--- config.mk ---
export PLATFORM = sky130hd
export DESIGN_NAME = vcc_conf_counter
export DESIGN_NICKNAME = d
export VERILOG_FILES = /design/src/rtl/vcc_pkg.sv /design/src/rtl/vcc_vote_enc.sv /design/src/rtl/vcc_size_fsm.sv /design/src/rtl/vcc_acc_core.sv /design/src/rtl/vcc_conf_counter.sv
export SDC_FILE = /design/constraint.sdc
export NUM_CORES = 1
export LEC_CHECK = 0
export ABC_CLOCK_PERIOD_IN_PS = 6200
export BUFFER_PORTS_ARGS = -buffer_cell sky130_fd_sc_hd__buf_2
export CORE_MARGIN = 2
export CORE_UTILIZATION = 45
export DETAILED_ROUTE_END_ITERATION = 7
export HOLD_SLACK_MARGIN = 0.08
export PLACE_DENSITY = 0.74
export SYNTH_ARGS = -nofsm -noshare
export SYNTH_HDL_FRONTEND = slang
export SYNTH_SLANG_ARGS = --single-unit
--- constraint.sdc ---
create_clock -name clk -period 6.2 [get_ports clk]
set_clock_uncertainty 0.15 [all_clocks]
set_input_delay 0.31 -clock clk [delete_from_list [all_inputs] [get_ports clk]]
set_output_delay 0.31 -clock clk [all_outputs]
set_load 0.05 [all_outputs]
--- src/rtl/vcc_pkg.sv ---
package vcc_pkg;
    typedef enum logic [1:0] {
        SZ_COARSE = 2'd0,
        SZ_MEDIUM = 2'd1,
        SZ_FINE   = 2'd2
    } size_state_e;

    localparam int VOTE_W = 3;
endpackage

--- src/rtl/vcc_vote_enc.sv ---
module vcc_vote_enc
    import vcc_pkg::*;
(
    input  logic                     clk,
    input  logic                     rst_n,
    input  logic                     lead_a,
    input  logic                     lag_a,
    input  logic                     lead_b,
    input  logic                     lag_b,
    output logic signed [VOTE_W-1:0] vote
);
    logic [VOTE_W-1:0] ups;
    logic [VOTE_W-1:0] dns;

    always_comb begin
        ups  = VOTE_W'(lead_a) + VOTE_W'(lead_b);
        dns  = VOTE_W'(lag_a) + VOTE_W'(lag_b);
        vote = $signed(ups - dns);
    end

    AST_VOTE_PLUS_TWO: assert property (@(posedge clk) disable iff (!rst_n)
        (vote == 3'sd2) |-> (lead_a && lead_b && !lag_a && !lag_b));
    AST_VOTE_MINUS_TWO: assert property (@(posedge clk) disable iff (!rst_n)
        (vote == -3'sd2) |-> (lag_a && lag_b && !lead_a && !lead_b));
endmodule

--- src/rtl/vcc_size_fsm.sv ---
module vcc_size_fsm
    import vcc_pkg::*;
(
    input  logic        clk,
    input  logic        rst_n,
    input  logic [1:0]  lock_code,
    output size_state_e state_o,
    output logic        clear_o
);
    size_state_e state_q;
    size_state_e state_d;

    always_comb begin
        unique case (lock_code)
            2'b00:   state_d = SZ_COARSE;
            2'b01:   state_d = SZ_MEDIUM;
            2'b10:   state_d = SZ_FINE;
            2'b11:   state_d = SZ_FINE;
            default: state_d = SZ_FINE;
        endcase
    end

    always_ff @(posedge clk) begin
        if (!rst_n) state_q <= SZ_COARSE;
        else        state_q <= state_d;
    end

    always_comb begin
        state_o = state_q;
        clear_o = (state_d != state_q);
    end

    AST_RESIZE_SETTLES: assert property (@(posedge clk) disable iff (!rst_n)
        clear_o |=> (!clear_o || !$stable(lock_code)));
    AST_FINE_CODES_HOLD: assert property (@(posedge clk) disable iff (!rst_n)
        (state_q == SZ_FINE && lock_code[1]) |-> !clear_o);
endmodule

--- src/rtl/vcc_acc_core.sv ---
module vcc_acc_core
    import vcc_pkg::*;
#(
    parameter int SIZE_LO  = 2,
    parameter int SIZE_MID = 8,
    parameter int SIZE_HI  = 32,
    parameter int ACC_W    = $clog2(SIZE_HI) + 1
) (
    input  logic                     clk,
    input  logic                     rst_n,
    input  logic signed [VOTE_W-1:0] vote,
    input  size_state_e              state,
    input  logic                     clear,
    output logic                     lead_o,
    output logic                     lag_o
);
    localparam int SUM_W = ACC_W + 1;

    logic signed [ACC_W-1:0] acc_q;
    logic signed [SUM_W-1:0] sum;
    logic signed [SUM_W-1:0] thr;
    logic signed [SUM_W-1:0] lag_lim;
    logic                    hit_lead;
    logic                    hit_lag;
    logic                    lead_q;
    logic                    lag_q;

    always_comb begin
        unique case (state)
            SZ_COARSE: thr = SUM_W'(SIZE_LO);
            SZ_MEDIUM: thr = SUM_W'(SIZE_MID);
            SZ_FINE:   thr = SUM_W'(SIZE_HI);
            default:   thr = SUM_W'(SIZE_HI);
        endcase
        lag_lim  = -thr - SUM_W'(1);
        sum      = $signed({acc_q[ACC_W-1], acc_q})
                 + $signed({{(SUM_W-VOTE_W){vote[VOTE_W-1]}}, vote});
        hit_lead = (sum >= thr);
        hit_lag  = (sum <= lag_lim);
    end

    always_ff @(posedge clk) begin
        if (!rst_n) begin
            acc_q  <= '0;
            lead_q <= 1'b0;
            lag_q  <= 1'b0;
        end else if (clear) begin
            acc_q  <= '0;
            lead_q <= 1'b0;
            lag_q  <= 1'b0;
        end else if (hit_lead) begin
            acc_q  <= '0;
            lead_q <= 1'b1;
            lag_q  <= 1'b0;
        end else if (hit_lag) begin
            acc_q  <= '0;
            lead_q <= 1'b0;
            lag_q  <= 1'b1;
        end else begin
            acc_q  <= sum[ACC_W-1:0];
            lead_q <= 1'b0;
            lag_q  <= 1'b0;
        end
    end

    always_comb begin
        lead_o = lead_q;
        lag_o  = lag_q;
    end

    AST_CLEAR_ZEROES: assert property (@(posedge clk) disable iff (!rst_n)
        clear |=> (acc_q == '0 && !lead_q && !lag_q));
    AST_LEAD_REACH: assert property (@(posedge clk) disable iff (!rst_n)
        lead_q |-> ($past(acc_q) >= $past(thr) - 2));
    AST_LAG_REACH: assert property (@(posedge clk) disable iff (!rst_n)
        lag_q |-> ($past(acc_q) <= $past(lag_lim) + 2));
    AST_ACC_INSIDE: assert property (@(posedge clk) disable iff (!rst_n)
        (acc_q < thr) && (acc_q > lag_lim));
    AST_NO_LAG_AFTER_LEAD: assert property (@(posedge clk) disable iff (!rst_n)
        lead_q |=> !lag_q);
endmodule

--- src/rtl/vcc_conf_counter.sv ---
module vcc_conf_counter
    import vcc_pkg::*;
#(
    parameter int SIZE_LO  = 2,
    parameter int SIZE_MID = 8,
    parameter int SIZE_HI  = 32
) (
    input  logic       clk,
    input  logic       rst_n,
    input  logic       lead_a,
    input  logic       lag_a,
    input  logic       lead_b,
    input  logic       lag_b,
    input  logic [1:0] lock_code,
    output logic       lead_ov,
    output logic       lag_ov
);
    localparam int ACC_W = $clog2(SIZE_HI) + 1;

    logic signed [VOTE_W-1:0] vote;
    size_state_e              state;
    logic                     clear;

    vcc_vote_enc u_enc (
        .clk    (clk),
        .rst_n  (rst_n),
        .lead_a (lead_a),
        .lag_a  (lag_a),
        .lead_b (lead_b),
        .lag_b  (lag_b),
        .vote   (vote)
    );

    vcc_size_fsm u_fsm (
        .clk       (clk),
        .rst_n     (rst_n),
        .lock_code (lock_code),
        .state_o   (state),
        .clear_o   (clear)
    );

    vcc_acc_core #(
        .SIZE_LO  (SIZE_LO),
        .SIZE_MID (SIZE_MID),
        .SIZE_HI  (SIZE_HI),
        .ACC_W    (ACC_W)
    ) u_core (
        .clk    (clk),
        .rst_n  (rst_n),
        .vote   (vote),
        .state  (state),
        .clear  (clear),
        .lead_o (lead_ov),
        .lag_o  (lag_ov)
    );

    AST_PULSE_EXCL: assert property (@(posedge clk) disable iff (!rst_n)
        !(lead_ov && lag_ov));
endmodule

Word level (Yosys, flattened, before mapping)
Index checks and enable logic that the tools add are counted.
- add/sub/neg operators: 6
- order comparisons: 2
- equality and inequality tests: 5
- multiplexer cells: 4
- bitwise gates (word level): 1
- reductions and logical operators: 6
- operators with widths (operator ; number):
    6-bit case mux with 2 select lines ; 1
    6-bit by 3-bit adder with 7-bit output ; 1
    7-bit >= comparator ; 1
    7-bit <= comparator ; 1
    6-bit negator with 7-bit output ; 1
    7-bit by 2-bit subtractor with 7-bit output, second input constant ; 1
    2-bit case mux with 3 select lines ; 1
    1-bit by 1-bit adder with 2-bit output ; 2
    2-bit by 1-bit equality test with 1-bit output, second input constant ; 2
    2-bit equality test, second input constant ; 2
    2-bit logical NOT ; 2
    2-bit OR reduction ; 2
    4-bit OR reduction ; 1
    3-bit OR reduction ; 1
    2-bit by 2-bit subtractor with 3-bit output ; 1
    1-bit two-way mux ; 2
    2-bit != test ; 1
    1-bit inverter ; 1
- register bits after elaboration: 10
- word-level logic and storage cells: 28

Longest topological paths before layout
Gate-level depths: netlist of the first run.
- word-level depth: 6
- mapped depth: 20
- mapped depth without buffers: 20

By module
From an unflattened synthesis of the first run, not the netlist that was laid out.
- cells, all modules: 88
- area total of the unflattened synthesis: 795.8 sq um
- by module, submodules not included (module ; instances ; cells an instance ; area an instance (sq um) ; sequential area each (sq um)):
    vcc_acc_core ; 1 ; 72 ; 651.9 ; 160.2
    vcc_size_fsm ; 1 ; 8 ; 80.1 ; 40.0
    vcc_vote_enc ; 1 ; 8 ; 63.8 ; 0.0

Least setup slack after synthesis of the first run
Ideal clock, no wire load.
- path type: input to register
- from: in lead_b
- to: reg u_core.acc_q[1]
- library setup time: 0.071 ns
- data arrival time: 3.389 ns
- required time: 5.979 ns
- path slack: 2.590 ns
- cell stages on the path: 18
- buffers on the path: 0
- cells stage by stage: inv_1 -> fa_1 -> inv_1 -> ha_1 -> inv_1 -> ha_1 -> inv_1 -> ha_1 -> a21oi_1 -> nand3b_1 -> a21oi_1 -> a22oi_1 -> xnor2_1 -> ha_1 -> inv_1 -> and3_1 -> a311o_1 -> a21oi_1
- longest elaborated chain between the ends: 5
- elaborated cells between the ends (all ways): 6
- classes of those cells: add/sub: 3; order compare: 2; reduce/logical: 1
- ends and longest elaborated chain (element ; RTL line ; source):
    start, declared ; vcc_conf_counter.sv:12 ; input logic lead_b,
    1-bit by 1-bit adder with 2-bit output (*) ; vcc_vote_enc.sv:16 ; ups = VOTE_W'(lead_a) + VOTE_W'(lead_b);
    2-bit by 2-bit subtractor with 3-bit output (*) ; vcc_vote_enc.sv:18 ; vote = $signed(ups - dns);
    6-bit by 3-bit adder with 7-bit output (*) ; vcc_acc_core.sv:37 ; + $signed({{(SUM_W-VOTE_W){vote[VOTE_W-1]}}, vote});
    named net u_core.sum[5] ; vcc_acc_core.sv:20 ; logic signed [SUM_W-1:0] sum;
    7-bit <= comparator or 7-bit >= comparator (tied branches) ; vcc_acc_core.sv:39, vcc_acc_core.sv:38 ;
    4-bit OR reduction (no line) (*) ; -- ;
    end signal, assigned ; vcc_acc_core.sv:60 ; acc_q <= sum[ACC_W-1:0];
    end, declared ; vcc_acc_core.sv:19 ; logic signed [ACC_W-1:0] acc_q;
The timed path passes the listed nets; every way through them passes the cells marked *.
A chain may end at the register's enable or synchronous reset.

Worst setup path in the final report of the first run
- from: in lag_a
- to: reg u_core.acc_q[2]
- longest elaborated chain between the ends: 5
- elaborated cells between the ends (all ways): 6
- classes of those cells: add/sub: 3; order compare: 2; reduce/logical: 1
- ends and longest elaborated chain (element ; RTL line ; source):
    start, declared ; vcc_conf_counter.sv:11 ; input logic lag_a,
    1-bit by 1-bit adder with 2-bit output (*) ; vcc_vote_enc.sv:17 ; dns = VOTE_W'(lag_a) + VOTE_W'(lag_b);
    2-bit by 2-bit subtractor with 3-bit output (*) ; vcc_vote_enc.sv:18 ;
    6-bit by 3-bit adder with 7-bit output (*) ; vcc_acc_core.sv:37 ;
    named net u_core.sum[3] ; vcc_acc_core.sv:20 ;
    7-bit <= comparator or 7-bit >= comparator (tied branches) ; vcc_acc_core.sv:39, vcc_acc_core.sv:38 ;
    4-bit OR reduction (no line) (*) ; -- ;
Marked as above.

==> impl_metrics.tcl, run 1 <==
set metrics [dict create \
    worst_setup_path_start_kind "input pin" \
    yosysMostFrequentCell "inv_1" \
    avgSynthCellArea_um2 8.52 \
    finalHoldViolations 0 \
    die-area_mm2 0.00242 \
    grt_pass1_vias 726 \
    dr.pass1.iters 4 \
    cts_setup_buffers 0 \
    cts_tree "done" \
    worst_pin_slew_ns 0.478 \
    vdd_ir_drop_max_mv 0.110 \
    critPathRequiredTime_ns 6.25 \
    fmax_ghz 0.260 \
    min_path_type "input pin to register" \
    layout.nets 139 \
    synth_area_leaders "dfxtp_1 (22%), ha_1 (16%), inv_1 (5.3%)" \
    dp.cells 139 \
    synthArstFlopShare_pct 0 \
    cts_inserted_buffers 3 \
    max-cap-violations 0 \
    multi_input_area_um2 641 \
    synth_area_um2 920 \
    vias_per_cell 5.30 \
    holdBufCountCts 0 \
    clock_sinks 10 \
    ys.flop_type "dfxtp_1" \
    layout-drive-gt1-share_pct 13.8 \
    synth-seq-cells 10 \
    critPathKind "input pin to register" \
    fp.dieW_um 49.2 \
    clock_path_buffers 2 \
    initial_utilization_pct 47.4 \
    syn_nets 130 \
    place.gp.congestion 0.835 \
    worstPathCellList "buf_2 -> fa_1 -> inv_1 -> ha_1 -> inv_1 -> ha_1 -> inv_1 -> ha_1 -> a21oi_1 -> nand2b_1 -> a21oi_1 -> a311oi_1 -> xnor2_1 -> ha_1 -> inv_1 -> a31oi_1 -> nor2_1 -> a31oi_1 -> a311o_1 -> a21oi_1" \
    post_cts_resized 0 \
    slowest_stage "fa_1" \
    worst_path_largest_cell_delay_ns 0.52 \
    fin_hold_ws_ns 0.118 \
    ys_warn_count 0 \
    final_cells 143 \
    synthDistinctLibCells 41 \
    syn_to_final_growth_pct 9.25 \
    wire_per_inst_um 11.3 \
    synth_edf_count 0 \
    portBuffers 9 \
    final_max_slew_viol_count 0 \
    finalCriticalPeriod_ns 3.84 \
    num_vias 758 \
    rsz0062_at_grt "no" \
    tns_ns 0 \
    cts.htree.levels 1 \
    grt_pass1_wl_um 2910 \
    die_h_um 49.2 \
    crit_fanout 6 \
    status "finished, final reports clean" \
    dp_hpwl_um 1350 \
    utilization_pct 51.7 \
    slew_headroom_pct 68.0 \
    grt_max_degree 14 \
    fin_ws_ns 2.36 \
    core-area_mm2 0.00194 \
    fp-row-count 16 \
    nFillCells 196 \
    drtAntennaViolNets 0 \
    power_uw 204 \
    finalCritPeriodShare_pct 62.0 \
    clockRootBuffer "clkbuf_4" \
    drtIter0Drc 13 \
    syn_inst 108 \
    wl_um 1620 \
    synth_top_area_share_pct 21.8 \
    ioPinCount 10 \
    grt.total_usage_pct 15.5 \
    critPathCaptureType "register" \
    crit_arrival_ns 3.89 \
    p_leak_nw 0.452 \
    power_density_mw_per_mm2 203 \
    drc 0 \
    setup_viol 0 \
    seqCellArea_um2 200 \
    design_area_mm2 0.00100 \
    placed_cell_area_um2 968 \
    rrSetupSlack_ns 3.26 \
    antenna_cells 0 \
    clk_latency_ns 0.27 \
    clkTransAtPathRegs_ns 0.06 \
    ys_seq_area_share_pct 21.8 \
    synthTopCellsByCount "inv_1 (13), ha_1 (12), dfxtp_1 (10)" \
    synth_top_area_cell "dfxtp_1" \
    grt_overflow 0 \
    post-place-ws_ns 2.10 \
    antenna_found_initial 0 \
]
cells in the final DEF (no fill, tap or decap), types with 3 or more instances in the layout:
cell type   n
a21boi_1    4
nor2_1      7
xnor2_1     4
a31oi_1     3
ha_1       12
a21oi_1     5
dfxtp_1    10
nand2_1     5
inv_1      13
and2_1      3
buf_2       9
clkbuf_4    3
nand2b_1    4
state kept, by name (all words and copies together) (netlist names):
| name | flops |
|---|---|
| u_core.acc_q | 6 |
| u_fsm.state_o | 2 |
| u_core.lead_o | 1 |
| u_core.lag_o | 1 |
worst paths after layout:
check,startpoint,endpoint,depth (start not counted)
max,lag_a,u_core.acc_q[2],20
max reg2reg,u_core.acc_q[1],u_core.acc_q[2],13
min reg2reg,u_core.acc_q[0],u_core.acc_q[0],2
min,rst_n,u_fsm.state_o[1],2
metal layers:
layer  global-route usage, %  up-vias  share of wire (%)
li1                        -      393                  -
met3                    1.84        5                3.4
met5                       0        -                  0
met4                    9.52        0                2.6
met1                    17.7      348                 43
met2                    27.3       12                 51
logic make-up (layout without fill, tap and decap cells):
logic type                 after synthesis  after routing  synth area share [%]
xor gates and xnor gates                 6              6                  7.21
and+or+nand+nor                         31             31                  18.6
DFF                                     10             10                  21.8
buffers and inverters                   18             26                  8.57
AOI/OAI and AO/OA                       29             29                  23.1
adders and majority gates               14             14                  20.7
worst max-delay path, delay by kind of cell:
| family | cells | cell delay, ns |
|---|---|---|
| adders and majority gates | 5 | 1.48 |
| AOI/OAI and AO/OA | 7 | 1.21 |
| buffers and inverters | 5 | 0.35 |
| xor gates and xnor gates | 1 | 0.35 |
| and+or+nand+nor | 2 | 0.17 |
final cells by class:
cell class / count / area share (%)
Tap cell: 27 / 3.36
Sequential cell: 10 / 19.9
Multi-Input combinational cell: 80 / 63.8
Clock buffer: 4 / 3.61
Timing Repair Buffer: 9 / 4.48
Inverter: 13 / 4.86
power by group:
| part | total, mW | switching, mW | internal (mW) |
|---|---|---|---|
| sequential | 0.0698 | 0.00280 | 0.0670 |
| combinational | 0.0760 | 0.0422 | 0.0338 |
| clock | 0.0585 | 0.0228 | 0.0357 |
(Power assumes the default switching activity.)
==> inputs of run 2 (changes only) <==
--- a/config.mk
+++ b/config.mk
@@ -5,13 +5,13 @@
 export SDC_FILE = /design/constraint.sdc
 export NUM_CORES = 1
 export LEC_CHECK = 0
-export ABC_CLOCK_PERIOD_IN_PS = 6200
+export ABC_CLOCK_PERIOD_IN_PS = 3500
 export BUFFER_PORTS_ARGS = -buffer_cell sky130_fd_sc_hd__buf_2
 export CORE_MARGIN = 2
 export CORE_UTILIZATION = 45
 export DETAILED_ROUTE_END_ITERATION = 7
 export HOLD_SLACK_MARGIN = 0.08
-export PLACE_DENSITY = 0.74
+export PLACE_DENSITY = 0.76
 export SYNTH_ARGS = -nofsm -noshare
 export SYNTH_HDL_FRONTEND = slang
 export SYNTH_SLANG_ARGS = --single-unit
==> constraint.sdc (replaced) <==
create_clock -name clk -period 3.5 [get_ports clk]
set_clock_uncertainty 0.15 [all_clocks]
set_input_delay 0.175 -clock clk [delete_from_list [all_inputs] [get_ports clk]]
set_output_delay 0.175 -clock clk [all_outputs]
set_load 0.05 [all_outputs]
==> impl_metrics.tcl, run 2 (same netlist as run 1, synthesis figures left out) <==
set metrics [dict create \
    status "finished with violations" \
    violations "negative setup slack" \
    drc 0 \
    drtAntennaViolNets 0 \
    largest_register_ffs 6 \
    fp-row-count 16 \
    vias_per_cell 5.35 \
    critPathCaptureType "register" \
    grt.total_usage_pct 17.4 \
    crit_arrival_ns 3.55 \
    dp_hpwl_um 1410 \
    antenna_found_initial 0 \
    initial_utilization_pct 47.4 \
    vdd_ir_drop_max_mv 0.319 \
    slowest_stage "fa_1" \
    final_max_slew_viol_count 0 \
    fp.dieW_um 49.2 \
    clock_path_buffers 2 \
    grt_pass1_vias 826 \
    dr.pass1.iters 4 \
    core-area_mm2 0.00194 \
    die_h_um 49.2 \
    worst_pin_slew_ns 0.497 \
    top_register "u_core.acc_q" \
    layout-drive-gt1-share_pct 34.6 \
    cp_num_buf_inv 5 \
    nFillCells 160 \
    min_path_type "input pin to register" \
    min-delay-start "lock_code[1]" \
    critPathKind "input pin to register" \
    finalHoldViolations 0 \
    power_density_mw_per_mm2 344 \
    clkTransAtPathRegs_ns 0.07 \
    cp-startpoint "lag_a" \
    setup_viol 3 \
    die-area_mm2 0.00242 \
    clk_latency_ns 0.27 \
    cts_tree "done" \
    fmax_ghz 0.284 \
    fin_hold_ws_ns 0.0838 \
    slew_headroom_pct 66.5 \
    num_vias 856 \
    utilization_pct 64.8 \
    max-cap-violations 0 \
    worstPathCellList "buf_6 -> fa_1 -> inv_1 -> ha_2 -> inv_2 -> ha_4 -> inv_4 -> ha_4 -> a21oi_4 -> nand2b_1 -> a21oi_2 -> a311oi_2 -> xnor2_2 -> ha_1 -> inv_2 -> a31oi_4 -> nor2_1 -> a31oi_1 -> a311o_1 -> a21boi_1" \
    finalCriticalPeriod_ns 3.52 \
    ioPinCount 10 \
    clock_sinks 10 \
    antenna_cells 0 \
    syn_to_final_growth_pct 36.7 \
    wl_um 2020 \
    wire_per_inst_um 12.6 \
    portBuffers 9 \
    crit_fanout 6 \
    clockRootBuffer "clkbuf_4" \
    grt_pass1_wl_um 3350 \
    worst_path_largest_cell_delay_ns 0.46 \
    grt_max_degree 14 \
    p_leak_nw 0.549 \
    finalCritPeriodShare_pct 100 \
    place.gp.congestion 0.902 \
    final_common_cell "buf_4" \
    drtIter0Drc 28 \
    critPathRequiredTime_ns 3.54 \
    grt_overflow 0 \
    fin_ws_ns -0.0150 \
    cts_inserted_buffers 3 \
    power_uw 432 \
    r2r-start "u_core.acc_q[0]" \
    critical_path.top_delay_family "adder cells" \
    worst_setup_path_start_kind "input pin" \
    layout.nets 156 \
    rsz0062_at_grt "yes" \
    mostFrequentLayoutCells "buf_4 (14), dfxtp_1 (10), inv_1 (9)" \
    cts.htree.levels 1 \
]
run 2: cell type report:
type	count	area (um2)	share of cell area, %
repair buffers	26	193	15.3
multi-input cells	80	743	59.1
inverters	13	51.3	4.08
well taps	27	33.8	2.69
clock buffers	4	36.3	2.89
flip-flops and latches	10	200	15.9
run 2: per-layer routing:
layer,track usage (%),routed length (um),part of all wire (%)
met4,5.71,22,1.1
met3,1.84,53,2.6
met5,0,0,0
met1,18.8,842,42
met2,34.2,1100,54
run 2: worst paths after layout:
path / to / slack (ns) / cells after the start
setup / recovery: u_core.acc_q[3] / -0.02 / 20
hold / removal: u_fsm.state_o[0] / 0.08 / 2
setup reg to reg: u_core.acc_q[3] / 0.65 / 9
hold reg to reg: u_core.acc_q[5] / 0.52 / 2
run 2: power breakdown:
| group | leakage [nW] | internal, mW | switching (mW) |
|---|---|---|---|
| Sequential | 0.0812 | 0.119 | 0.00538 |
| Combinational | 0.447 | 0.104 | 0.102 |
| Clock | 0.0210 | 0.0632 | 0.0397 |
run 2: through the flow:
step	instances	setup TNS, ns	cell area (um2)	setup WS, ns
2_1_floorplan	108	0	920	0.0250
3_3_place_gp	150	-2.30	1050	-0.351
3_5_place_dp	150	-3.37	1050	-0.504
4_1_cts	161	-0.199	1190	-0.0679
5_1_grt	160	-0.992	1260	-0.190
6_report	160	-0.0222	1260	-0.0150
run 2: repair_timing:
item                                   4_1_cts  5_1_grt
hold buffers                                 3        0
resized for setup                            9       13
cloned                                       0        0
setup endpoints to repair                    6        8
pin swaps                                   16       19
endpoints found under the hold margin        2        0
setup buffers                                4        0
